$ cat src/rtl/gpio_alias_pkg.sv
`timescale 1ns/1ps
package gpio_alias_pkg;
  localparam int unsigned REG_W = 32;

  typedef enum logic [1:0] {
    GRP_DIR = 2'd0,
    GRP_PIN = 2'd1,
    GRP_LAT = 2'd2,
    GRP_ODC = 2'd3
  } grp_e;

  typedef enum logic [1:0] {
    OP_WR  = 2'd0,
    OP_CLR = 2'd1,
    OP_SET = 2'd2,
    OP_INV = 2'd3
  } op_e;

  typedef struct packed {
    logic wr;
    logic clr;
    logic set;
    logic inv;
  } upd_t;
endpackage

$ cat src/rtl/gpio_alias_decode.sv
`timescale 1ns/1ps
module gpio_alias_decode import gpio_alias_pkg::*; #(
  parameter int unsigned ADDR_W = 6
) (
  input  logic              valid_i,
  input  logic              write_i,
  input  logic [ADDR_W-1:0] addr_i,
  output upd_t              dir_upd_o,
  output upd_t              lat_upd_o,
  output upd_t              odc_upd_o,
  output grp_e              rd_grp_o,
  output logic              rd_named_o
);
  localparam int unsigned WIN_W = 6;

  logic in_win;
  grp_e grp;
  op_e  op;
  logic wr_en;
  logic unused_addr;

  generate
    if (ADDR_W > WIN_W) begin : g_hi
      assign in_win = (addr_i[ADDR_W-1:WIN_W] == '0);
    end else begin : g_nohi
      assign in_win = 1'b1;
    end
  endgenerate

  assign unused_addr = ^addr_i[1:0];
  assign grp   = grp_e'(addr_i[5:4]);
  assign op    = op_e'(addr_i[3:2]);
  assign wr_en = valid_i && write_i && in_win;

  function automatic upd_t mk_upd(logic en, op_e o, logic alias_ok);
    upd_t u;
    u.wr  = en && (o == OP_WR);
    u.clr = en && alias_ok && (o == OP_CLR);
    u.set = en && alias_ok && (o == OP_SET);
    u.inv = en && alias_ok && (o == OP_INV);
    return u;
  endfunction

  assign dir_upd_o  = mk_upd(wr_en && (grp == GRP_DIR), op, 1'b1);
  assign lat_upd_o  = mk_upd(wr_en && (grp == GRP_LAT), op, 1'b1);
  // open-drain group: only the named word is writable
  assign odc_upd_o  = mk_upd(wr_en && (grp == GRP_ODC), op, 1'b0);

  assign rd_grp_o   = grp;
  assign rd_named_o = valid_i && !write_i && in_win && (op == OP_WR);
endmodule

$ cat src/rtl/gpio_alias_reg.sv
`timescale 1ns/1ps
module gpio_alias_reg import gpio_alias_pkg::*; #(
  parameter int unsigned WIDTH     = 16,
  parameter logic [WIDTH-1:0] RST_VAL = '0,
  parameter bit          HAS_ALIAS = 1'b1
) (
  input  logic             clk_i,
  input  logic             rst_ni,
  input  upd_t             upd_i,
  input  logic [WIDTH-1:0] mask_i,
  output logic [WIDTH-1:0] q_o
);
  logic [WIDTH-1:0] nxt;

  generate
    if (HAS_ALIAS) begin : g_alias
      always_comb begin
        nxt = q_o;
        if (upd_i.wr)       nxt = mask_i;
        else if (upd_i.clr) nxt = q_o & ~mask_i;
        else if (upd_i.set) nxt = q_o | mask_i;
        else if (upd_i.inv) nxt = q_o ^ mask_i;
      end
    end else begin : g_plain
      logic unused_ops;
      assign unused_ops = upd_i.clr ^ upd_i.set ^ upd_i.inv;
      assign nxt = upd_i.wr ? mask_i : q_o;
    end
  endgenerate

  always_ff @(posedge clk_i or negedge rst_ni) begin
    if (!rst_ni) q_o <= RST_VAL;
    else         q_o <= nxt;
  end
endmodule

$ cat src/rtl/gpio_alias_sync.sv
`timescale 1ns/1ps
module gpio_alias_sync #(
  parameter int unsigned WIDTH  = 16,
  parameter int unsigned STAGES = 2
) (
  input  logic             clk_i,
  input  logic             rst_ni,
  input  logic [WIDTH-1:0] d_i,
  output logic [WIDTH-1:0] q_o
);
  logic [STAGES-1:0][WIDTH-1:0] st_q;

  always_ff @(posedge clk_i or negedge rst_ni) begin
    if (!rst_ni) st_q[0] <= '0;
    else         st_q[0] <= d_i;
  end

  generate
    for (genvar s = 1; s < STAGES; s++) begin : g_stage
      always_ff @(posedge clk_i or negedge rst_ni) begin
        if (!rst_ni) st_q[s] <= '0;
        else         st_q[s] <= st_q[s-1];
      end
    end
  endgenerate

  assign q_o = st_q[STAGES-1];
endmodule

$ cat src/rtl/gpio_alias_port.sv
`timescale 1ns/1ps
module gpio_alias_port import gpio_alias_pkg::*; #(
  parameter int unsigned N_PINS      = 16,
  parameter int unsigned ADDR_W      = 6,
  parameter int unsigned SYNC_STAGES = 2
) (
  input  logic              clk_i,
  input  logic              rst_ni,
  input  logic              req_valid_i,
  input  logic              req_write_i,
  input  logic [ADDR_W-1:0] req_addr_i,
  input  logic [REG_W-1:0]  req_wdata_i,
  output logic [REG_W-1:0]  rsp_rdata_o,
  input  logic [N_PINS-1:0] pad_in_i,
  output logic [N_PINS-1:0] pad_out_o,
  output logic [N_PINS-1:0] pad_oe_o
);
  upd_t dir_upd, lat_upd, odc_upd;
  grp_e rd_grp;
  logic rd_named;
  logic [N_PINS-1:0] mask;
  logic [N_PINS-1:0] dir_q, lat_q, odc_q, pin_q;
  logic [N_PINS-1:0] oe_d;

  assign mask = req_wdata_i[N_PINS-1:0];

  generate
    if (N_PINS < REG_W) begin : g_wide
      logic unused_wdata;
      assign unused_wdata = ^req_wdata_i[REG_W-1:N_PINS];
    end
  endgenerate

  gpio_alias_decode #(.ADDR_W(ADDR_W)) i_decode (
    .valid_i   (req_valid_i),
    .write_i   (req_write_i),
    .addr_i    (req_addr_i),
    .dir_upd_o (dir_upd),
    .lat_upd_o (lat_upd),
    .odc_upd_o (odc_upd),
    .rd_grp_o  (rd_grp),
    .rd_named_o(rd_named)
  );

  gpio_alias_reg #(.WIDTH(N_PINS), .RST_VAL({N_PINS{1'b1}}), .HAS_ALIAS(1'b1)) i_dir (
    .clk_i, .rst_ni, .upd_i(dir_upd), .mask_i(mask), .q_o(dir_q)
  );

  gpio_alias_reg #(.WIDTH(N_PINS), .RST_VAL('0), .HAS_ALIAS(1'b1)) i_lat (
    .clk_i, .rst_ni, .upd_i(lat_upd), .mask_i(mask), .q_o(lat_q)
  );

  gpio_alias_reg #(.WIDTH(N_PINS), .RST_VAL('0), .HAS_ALIAS(1'b0)) i_odc (
    .clk_i, .rst_ni, .upd_i(odc_upd), .mask_i(mask), .q_o(odc_q)
  );

  gpio_alias_sync #(.WIDTH(N_PINS), .STAGES(SYNC_STAGES)) i_sync (
    .clk_i, .rst_ni, .d_i(pad_in_i), .q_o(pin_q)
  );

  always_comb begin
    rsp_rdata_o = '0;
    if (rd_named) begin
      unique case (rd_grp)
        GRP_DIR: rsp_rdata_o[N_PINS-1:0] = dir_q;
        GRP_PIN: rsp_rdata_o[N_PINS-1:0] = pin_q;
        GRP_LAT: rsp_rdata_o[N_PINS-1:0] = lat_q;
        GRP_ODC: rsp_rdata_o[N_PINS-1:0] = odc_q;
        default: rsp_rdata_o = '0;
      endcase
    end
  end

  // open-drain pins release when latch is 1
  assign oe_d = ~dir_q & ~(odc_q & lat_q);

  always_ff @(posedge clk_i or negedge rst_ni) begin
    if (!rst_ni) begin
      pad_out_o <= '0;
      pad_oe_o  <= '0;
    end else begin
      pad_out_o <= lat_q;
      pad_oe_o  <= oe_d;
    end
  end
endmodule

$ cat config.mk
export PLATFORM = sky130hd
export DESIGN_NAME = gpio_alias_port
export DESIGN_NICKNAME = d
export VERILOG_FILES = /design/src/rtl/gpio_alias_pkg.sv /design/src/rtl/gpio_alias_decode.sv /design/src/rtl/gpio_alias_reg.sv /design/src/rtl/gpio_alias_sync.sv /design/src/rtl/gpio_alias_port.sv
export SDC_FILE = /design/constraint.sdc
export NUM_CORES = 1
export LEC_CHECK = 0
export ABC_AREA = 1
export BUFFER_PORTS_ARGS = -buffer_cell sky130_fd_sc_hd__buf_2
export CORE_MARGIN = 4
export CORE_UTILIZATION = 35
export DETAILED_ROUTE_END_ITERATION = 6
export MAX_ROUTING_LAYER = met4
export PLACE_DENSITY = 0.54
export SETUP_SLACK_MARGIN = 0.4
export SYNTH_ARGS = -nofsm -noshare
export SYNTH_HDL_FRONTEND = slang
export SYNTH_SLANG_ARGS = --single-unit
$ cat constraint.sdc
create_clock -name clk_i -period 3.6 [get_ports clk_i]
set_input_delay 0.18 -clock clk_i [delete_from_list [all_inputs] [get_ports clk_i]]
set_output_delay 0.18 -clock clk_i [all_outputs]
set_load 0.02 [all_outputs]
==> results of run 1 <==
[power breakdown]
part | internal [uW] | switching [uW] | leakage, uW
registers | 1560 | 195 | 0.00132
clock network | 549 | 467 | 0.000152
logic | 380 | 682 | 0.00256
total | 2490 | 1340 | 0.00404
[state kept, by name (all words and copies together), names as in the netlist]
signal / count
pad_out_o: 16
i_sync.st_q: 16
pad_oe_o: 16
i_dir.q_o: 16
i_lat.q_o: 16
i_sync.q_o: 16
i_odc.q_o: 16
[layer usage]
metal / vias up / track usage / part of all wire
met5: - / - / 0
met4: 0 / 0.0481 / 0.015
met3: 18 / 0.0228 / 0.039
met2: 137 / 0.269 / 0.45
met1: 2497 / 0.253 / 0.49
li1: 2707 / - / -
[Yosys cell counts, drive strengths merged]
| cell | number |
|---|---|
| a21oi | 78 |
| a41oi | 1 |
| buf | 44 |
| clkbuf | 18 |
| conb | 1 |
| dfrtp | 96 |
| dfstp | 16 |
| ha | 64 |
| inv | 116 |
| nand2 | 193 |
| nand3 | 74 |
| nand3b | 1 |
| nand4 | 17 |
| nor2 | 13 |
| o2111ai | 12 |
| o211ai | 8 |
| o21ai | 46 |
[metrics by stage]
stage,power [uW],setup WS (ns)
after CTS,3880,1.14
after global routing,4140,0.982
final,3830,1.10
after floorplan,2490,2.11
after detailed placement,2830,1.14
after global placement,2810,1.09
[worst max-delay path, delay by kind of cell]
family	cells	cell delay, ns
AND/OR/NAND/NOR	2	0.36
buffers and inverters	5	1.35
AO/OA/AOI/OAI	2	0.43
[worst min path at each step]
| stage | start | to | depth (start not counted) |
|---|---|---|---|
| final | rst_ni | i_lat.q_o[1]$_DFFE_PN0P_ | 1 |
| after global routing | rst_ni | i_lat.q_o[1]$_DFFE_PN0P_ | 1 |
| after CTS | rst_ni | i_lat.q_o[1]$_DFFE_PN0P_ | 1 |
| after detailed placement | pad_in_i[15] | i_sync.st_q[15]$_DFF_PN0_ | 1 |
| after global placement | pad_in_i[4] | i_sync.st_q[4]$_DFF_PN0_ | 1 |
| after floorplan | rst_ni | i_lat.q_o[0]$_DFFE_PN0P_ | 0 |
[cell families after synthesis]
logic type	Yosys count	share of synthesized area
compound gates	145	0.122
fa+ha+maj	64	0.123
buf+inv	178	0.120
flops	112	0.433
other cells	1	0.000575
simple gates	298	0.202
[area by class of cell]
| class | instances | area, um2 | area share |
|---|---|---|---|
| Inverter | 116 | 435 | 0.0580 |
| Timing Repair Buffer | 113 | 686 | 0.0913 |
| Clock inverter | 3 | 22.5 | 0.00300 |
| Multi-Input combinational cell | 523 | 2980 | 0.396 |
| Clock buffer | 13 | 280 | 0.0373 |
| Tap cell | 229 | 287 | 0.0382 |
| Sequential cell | 112 | 2820 | 0.376 |
==> results.txt, run 1 <==
The critical path starts at req_addr_i[2]. Along the worst path, the maximum fanout reaches 22. The final net count is 997. Sorting the synthesized cells by area gives the leading types as sky130_fd_sc_hd__dfrtp_1 37%, sky130_fd_sc_hd__ha_1 12%, sky130_fd_sc_hd__nand2_1 11%. For this run, design rule violations remaining after detail routing come to 0.

The core region is roughly 18000 um2. The library cells used most frequently in the layout, excluding fill and tap cells, are 188 x sky130_fd_sc_hd__nand2_1, 104 x sky130_fd_sc_hd__inv_1, 96 x sky130_fd_sc_hd__dfrtp_1. Between clock sinks in the finished design, the worst skew comes to between 0.004 and 0.005 ns. TritonCTS built the clock tree.

The max-slew violation count came out at 0. In this run the critical register-to-register path is launched from i_dir.q_o[6]$_DFFE_PN1P_. The sequential-to-total area share from yosys stat came out at 0.433. During synthesis, Yosys emitted a total of 0 warnings.

The post-layout minimum cycle time came out at 2.50 ns. The placed cell count is 1077. The area share of the leading cell type in the synthesized netlist came out at 0.369.

Of the cells placed in the final design, the portion with a size suffix greater than 1 is 0.173. The post-CTS resize count came out at 0. The floorplan die width came out at 144 um. The post-cts hold buffer count is 16. The largest net degree at the start of global routing came out at 72.

The later pin in the worst-skew pair is clocked with a latency of approximately 0.35 ns. In this run the power density over the cells is 510 nW/um2. The synthesized area divided by synthesized cell count came out at 8.17 um2. The clock sink count came out at between 100 and 150.

Once detailed placement completed, the half-perimeter wirelength came to 10.8 mm. The worst setup path is of the input pin to output pin kind. The highest ir drop seen on vdd is 0.000242 V. The mapped netlist covers 6520 um2. The run finished, with violations left. For this run, the share of the core covered by cells in the final layout is 0.414. The starting density of the core came out at 0.359. The cell area after placement is 7050 um2. The slowest stage of the critical path is the sky130_fd_sc_hd__inv_1 cell. On the worst path, the slowest cell contributes a delay of around 0.5 ns. The leakage power summed over all cells came out at 0.00404 uW. STA classifies the critical path endpoint as an output pin. Synthesis produced around 800 cells.

After routing the design area is roughly 7500 um2. Buffers placed on the I/O ports in this run total 87. In this run the clock root is driven by a sky130_fd_sc_hd__clkbuf_16. The number of setup buffers added after CTS is 0. The count of standard-cell rows is ~50. The worst endpoint required time is 3.42 ns. The number of antenna repair diodes came out at 0. The number of max-cap violations is 0. The wire length of the first global-routing pass is 28.3 mm. The worst register-to-register path ends at i_dir.q_o[6]$_DFFE_PN1P_. The violation count after the first detailed-route iteration is 418. The number of clock buffers added by TritonCTS is 9. The startpoint type of the worst setup path is an input pin. For this run the aggregate overflow at the end of global routing stands at 0. The number of vias in the routed layout came out at between 5000 and 6000. The worst-margin pin slew came out at 0.940 ns.

The initial antenna violation count is 0. Setup repair after global routing left no endpoint under its margin. The detailed-route wire length is about 17 mm.

The worst hold slack after final layout came out at -0.0292 ns. The H-tree generated during clock tree synthesis spans 3 levels. The count of final hold-check violations came out at 34.

The library cell used most frequently in the layout, excluding fill and tap cells, is sky130_fd_sc_hd__nand2_1. 122 I/O pins were placed. The worst reg-to-reg setup slack came out at 2.24 ns. The total negative slack for setup checks is 0 ns. Based on the critical path, the design can be clocked at up to ~400 MHz. The area enclosed by the die boundary came out at around 21000 um2. The cell type contributing the most total cell area after synthesis is sky130_fd_sc_hd__dfrtp_1. The die is 144 um tall. The post-detailed-route via-to-cell ratio is 4.83. The number of standard cells in the layout, taps in and fillers out came out at 1109. In the final routed layout, each cell accounts on average for 15.6 um. The path depth of the worst reg2reg path is 8. The overall routing resource usage came out at 0.178. The setup violation total in the final timing report came out at 0. The routability-driven placement congestion ratio is 0.789. The most critical setup path has its endpoint at rsp_rdata_o[4]. The checks that failed: hold timing. The number of detailed-route iterations in the first pass is 4.

The signed area change from the synthesized netlist to the final layout came out at 15.2%. The signal on the critical path passes through buf_2 > inv_2 > nand2_2 > inv_2 > nand2_1 > inv_1 > o21ai_0 > a21oi_1 > buf_2. In this run the tightest slew margin relative to its limit is 0.371.

The count of filler cells inserted in the layout is 1864. The number of global-route vias before repair is 5090. The synthesis-stage register bit count is 112.

The class of the tightest hold or removal check is input pin to asynchronous set/reset pin. The buffer depth of the longest clock path is 2. Data on the critical path arrives at its endpoint at 2.32 ns. Dividing the final minimum period by the clock period gives 0.695. The count of different cell masters after synthesis is 27. The detail route stage leaves a number of antenna-violating nets equal to 0.

The CTS clock-pin slew for the worst setup and hold paths is 0.07 ns.
Note: power is estimated with default switching activity, not from simulation.
==> inputs of run 2 (changes only) <==
--- a/config.mk
+++ b/config.mk
@@ -5,13 +5,13 @@
 export SDC_FILE = /design/constraint.sdc
 export NUM_CORES = 1
 export LEC_CHECK = 0
-export ABC_AREA = 1
+export ABC_AREA = 0
 export BUFFER_PORTS_ARGS = -buffer_cell sky130_fd_sc_hd__buf_2
 export CORE_MARGIN = 4
 export CORE_UTILIZATION = 35
 export DETAILED_ROUTE_END_ITERATION = 6
 export MAX_ROUTING_LAYER = met4
-export PLACE_DENSITY = 0.54
+export PLACE_DENSITY = 0.56
 export SETUP_SLACK_MARGIN = 0.4
 export SYNTH_ARGS = -nofsm -noshare
 export SYNTH_HDL_FRONTEND = slang
==> constraint.sdc (replaced) <==
create_clock -name clk_i -period 2.1 [get_ports clk_i]
set_input_delay 0.105 -clock clk_i [delete_from_list [all_inputs] [get_ports clk_i]]
set_output_delay 0.105 -clock clk_i [all_outputs]
set_load 0.02 [all_outputs]
==> run 2 against run 1 <==
  * The run now ends clean
  * Design area rose by 2.1%
  * Critical path depth fell by 5
  * First-iteration DRC count fell by 58%
  * Die area down 5.5%
  * Final cell count down 29%
  * Global-route usage decreased by 3.4 points
  * Total power rose by 110%
  * Via count decreased by 32%
  * Synthesized cell count down 47%
  * Largest cell class unchanged
==> results.txt, run 2 <==
The buffer depth of the longest clock path came out at 2 (unchanged). The share of layout cells above drive strength 1 is 0.530 (+0.358). The gate count of the mapped netlist is 423 (-47%). In the layout the commonest cells are 82 x sky130_fd_sc_hd__dfrtp_1, 78 x sky130_fd_sc_hd__buf_2, 66 x sky130_fd_sc_hd__inv_1. The worst hold slack after final layout is 0.0208 ns (+0.0499 ns). The proportion of register bits with asynchronous set or reset after synthesis came out at 1.00 (unchanged). The leakage power summed over all cells is 0.00361 uW (-11%). The antenna violation net count after detailed routing came out at 0 (unchanged). For this design, the slowest cell found on the critical path is sky130_fd_sc_hd__dfstp_2.

Among all cell types in the netlist, the one instantiated most often is sky130_fd_sc_hd__dfrtp_1. The number of global-route vias before repair is 4019 (-21%). The power density of the placed cells is 1050 nW/um2 (+110%). The post-detailed-route via-to-cell ratio is 4.66 (-3.6%). In this design, the largest share of critical-path delay is due to multiplexers. Ranked by total cell area, the synthesized netlist is headed by sky130_fd_sc_hd__dfrtp_1 39%, sky130_fd_sc_hd__mux4_2 18%, sky130_fd_sc_hd__ha_1 13%. The data arrival time at the worst-slack endpoint came out at 1.97 ns (-0.35 ns). The aggregate global routing overflow came to 0 (unchanged).

STA classifies the critical path startpoint as a flop. The highest clock rate came out at 594 MHz. The detailed router used layers up to and including met4. The count of different cell masters after synthesis is 23 (-15%).

The number of synthesis warnings was 0 (unchanged). The setup violation total in the final timing report came out at 0 (unchanged). The clock network fraction of total power came out at 0.213 (-0.052). The I/O pin total came to 122 (unchanged). The H-tree depth came out at 3 (unchanged). The number of buffer cells added on primary ports came out at 87 (unchanged). For this run, the leading register cell type out of synthesis is sky130_fd_sc_hd__dfrtp_1. The largest net degree at the start of global routing is 51 (-29%). The worst-skew pair later-pin latency came out at 0.35 ns (about the same). The detailed-routed wire length on met2 is 6.88 mm (-12%). The largest total area in the synthesized netlist belongs to sky130_fd_sc_hd__dfrtp_1. The highest ir drop seen on vdd came out at 0.000452 V (+87%). The sequential-to-total area share from yosys stat came to 0.460 (+0.0270). The violation count after the first detailed-route iteration came out at 175 (-58%). The commonest cells after synthesis are 96 x sky130_fd_sc_hd__dfrtp_1, 80 x sky130_fd_sc_hd__inv_1, 64 x sky130_fd_sc_hd__ha_1. The die height came out at 140 um (-2.8%). The total area of multi-input combinational cells came out at 3000 um2 (+0.97%). The wire length of the first global-routing pass came out at 21.5 mm (-24%). The worst-margin pin slew came to 0.513 ns (-0.427 ns).

The number of enable flip-flop cells after synthesis came out at 0 (unchanged). The number of buffers and inverters on the critical path is 1 (-4). The count of final hold-check violations came out at 0 (-100%). The area occupied by registers is 2840 um2 (+0.62%). The post-detailed-route wirelength per cell came out at 16.9 um (+8.5%). The maximum fanout along the worst path came to 4 (-82%). The run finished with clean final reports. The area share of the leading cell type in the synthesized netlist came out at 0.392 (+0.0230). The total negative slack for setup checks is 0 ns (unchanged). The net switching component of the power came out at 2630 uW (+96%). The power share of the sequential group is 0.427 (-0.031). The floorplan die width was 140 um (-2.8%).

The starting density of the core came out at 0.356 (-0.00324). The slack of the critical path came to 0.415 ns (-0.682 ns). The net switching fraction of the power came out at 0.328 (-0.0229). The number of max-cap violations is 0 (unchanged).

The worst endpoint required time came out at 2.39 ns (-1.03 ns). The part of the total power dissipated in combinational logic is 0.359 (+0.082). The wire length the detailed router placed on met1 is 5.67 mm (-33%). The internal power consumption is 5390 uW (+120%). The smallest clock period supported by the final layout is computed as 1.68 ns. The fraction of the cycle the final worst path needs came out at 0.802. The number of vias in the routed layout is 3657 (-32%). The remaining routing DRC violations was 0 (unchanged). The signed area change from the synthesized netlist to the final layout is 25.0%. CTS placed an instance of sky130_fd_sc_hd__clkbuf_16 at the clock tree root. The synthesis-stage register bit count is 112 (unchanged).

The initial antenna violation count came to 0 (unchanged). The clock skew after layout came out at 0.00595 ns (+0.00112 ns). The HPWL reported at the end of detailed placement is 9.05 mm (-16%). The detailed-route wire length came out at 13.3 mm (-23%). TritonCTS built the clock tree. The clock sink count came to 112 (unchanged). The post-placement setup slack came out at 0.291 ns (-0.852 ns). The CTS clock-pin slew for the worst setup and hold paths is 0.07 ns (about the same). The synthesized area divided by synthesized cell count came out at 14.5 um2 (+78%). The worst setup path is of the flop to flop kind.

The number of detailed-route iterations in the first pass is 4 (unchanged). The number of antenna repair diodes came out at 0 (unchanged). The delay of the slowest cell on the worst path is 0.57 ns (+0.06 ns).

STA classifies the critical path endpoint as a flop. The area enclosed by the die boundary is 19700 um2 (-5.5%). The count of standard-cell rows came out at 48 (-2.0%). The detailed-routed wire length on met3 came out at 426 um (-37%). The relative slew slack is 0.658 (+0.286).

The final net count came out at 677 (-32%). The count of filler cells inserted in the layout was 1573 (-16%). The signal on the critical path passes through inv_1 > ha_1 > mux4_2 > mux2_4. The number of buffers created by CTS came out at 9 (unchanged). The area of the mapped netlist came out at 6130 um2 (-5.9%).

The max-slew violation count was 0 (unchanged). Leaving out fill and tap cells, the most frequent cell in the layout is sky130_fd_sc_hd__dfrtp_1. The routability-driven placement congestion ratio came out at 0.736 (-6.7%). Setup repair after global routing could not meet its margin everywhere.

The overall routing resource usage is 0.144 (-0.0337). In this run the worst hold path is classified as input pin to flop. The placeable core region was 17200 um2 (-5.0%).
==> run 2: cell count changes after synthesis, sizes merged, moves of 13 or more <==
cell,before,now
mux2,0,48
nor2b,0,16
inv,116,80
buf,44,31
mux4,0,48
o21ai,46,0
clkbuf,18,1
nand3,74,0
nand4,17,1
nand2,193,0
a21oi,78,16
==> run 2: layer usage <==
layer | track usage | vias to the layer above
met4 | 0.0592 | 0
met2 | 0.240 | 65
li1 | - | 1672
met5 | - | -
met3 | 0.0259 | 19
met1 | 0.174 | 1901
==> run 2: power by group through the flow <==
stage	registers (uW)	clock network [uW]	logic, uW
2_1_floorplan	3680	0	1370
3_3_place_gp	3420	0	2250
3_5_place_dp	3470	0	2400
4_1_cts	3420	1770	2600
5_1_grt	3530	1850	3200
6_report	3430	1710	2880
==> run 2: final cells by class <==
class / instances / share of cell area
sequential: 112 / 0.370
tap: 225 / 0.0367
clock inverter: 6 / 0.00799
timing repair buffer: 138 / 0.124
multi-input combinational: 214 / 0.392
inverter: 80 / 0.0392
clock buffer: 10 / 0.0299
==> run 2: final timing paths <==
path,slack (ns),startpoint,cells past startpoint,to
max,0.42,i_dir.q_o[14]$_DFFE_PN1P_,4,i_dir.q_o[14]$_DFFE_PN1P_
max reg2reg,0.42,i_dir.q_o[14]$_DFFE_PN1P_,4,i_dir.q_o[14]$_DFFE_PN1P_
min reg2reg,0.35,i_sync.st_q[9]$_DFF_PN0_,0,i_sync.q_o[9]$_DFF_PN0_
min in group asynchronous,0.25,rst_ni,2,i_sync.st_q[10]$_DFF_PN0_
min,0.02,req_wdata_i[12],2,i_odc.q_o[12]$_DFFE_PN0P_
max in group asynchronous,1.03,rst_ni,3,i_dir.q_o[11]$_DFFE_PN1P_
==> run 2: per-stage QoR <==
stage | utilization | instance area, um2 | power, uW | cells
floorplan | - | 6190 | 5050 | 438
global placement | 0.393 | 6780 | 5670 | 731
detailed placement | 0.393 | 6780 | 5870 | 731
CTS | 0.427 | 7350 | 7790 | 773
global route | 0.445 | 7670 | 8580 | 785
finish | 0.445 | 7670 | 8030 | 785
==> run 2: timing repair <==
item	CTS	global route
gates resized for setup	13	51
pin swaps	1	7
setup buffers	9	12
hold endpoints to repair	47	0
hold buffers	17	0
setup endpoints to repair	19	34
==> run 2: cells by family after synthesis <==
family / Yosys count / synth area share
AND/OR/NAND/NOR: 22 / 0.0284
flip-flops: 112 / 0.460
other: 1 / 0.000611
AO/OA/AOI/OAI: 16 / 0.0131
buffers and inverters: 112 / 0.0942
adder cells (fa/ha/maj): 64 / 0.131
multiplexers: 96 / 0.273
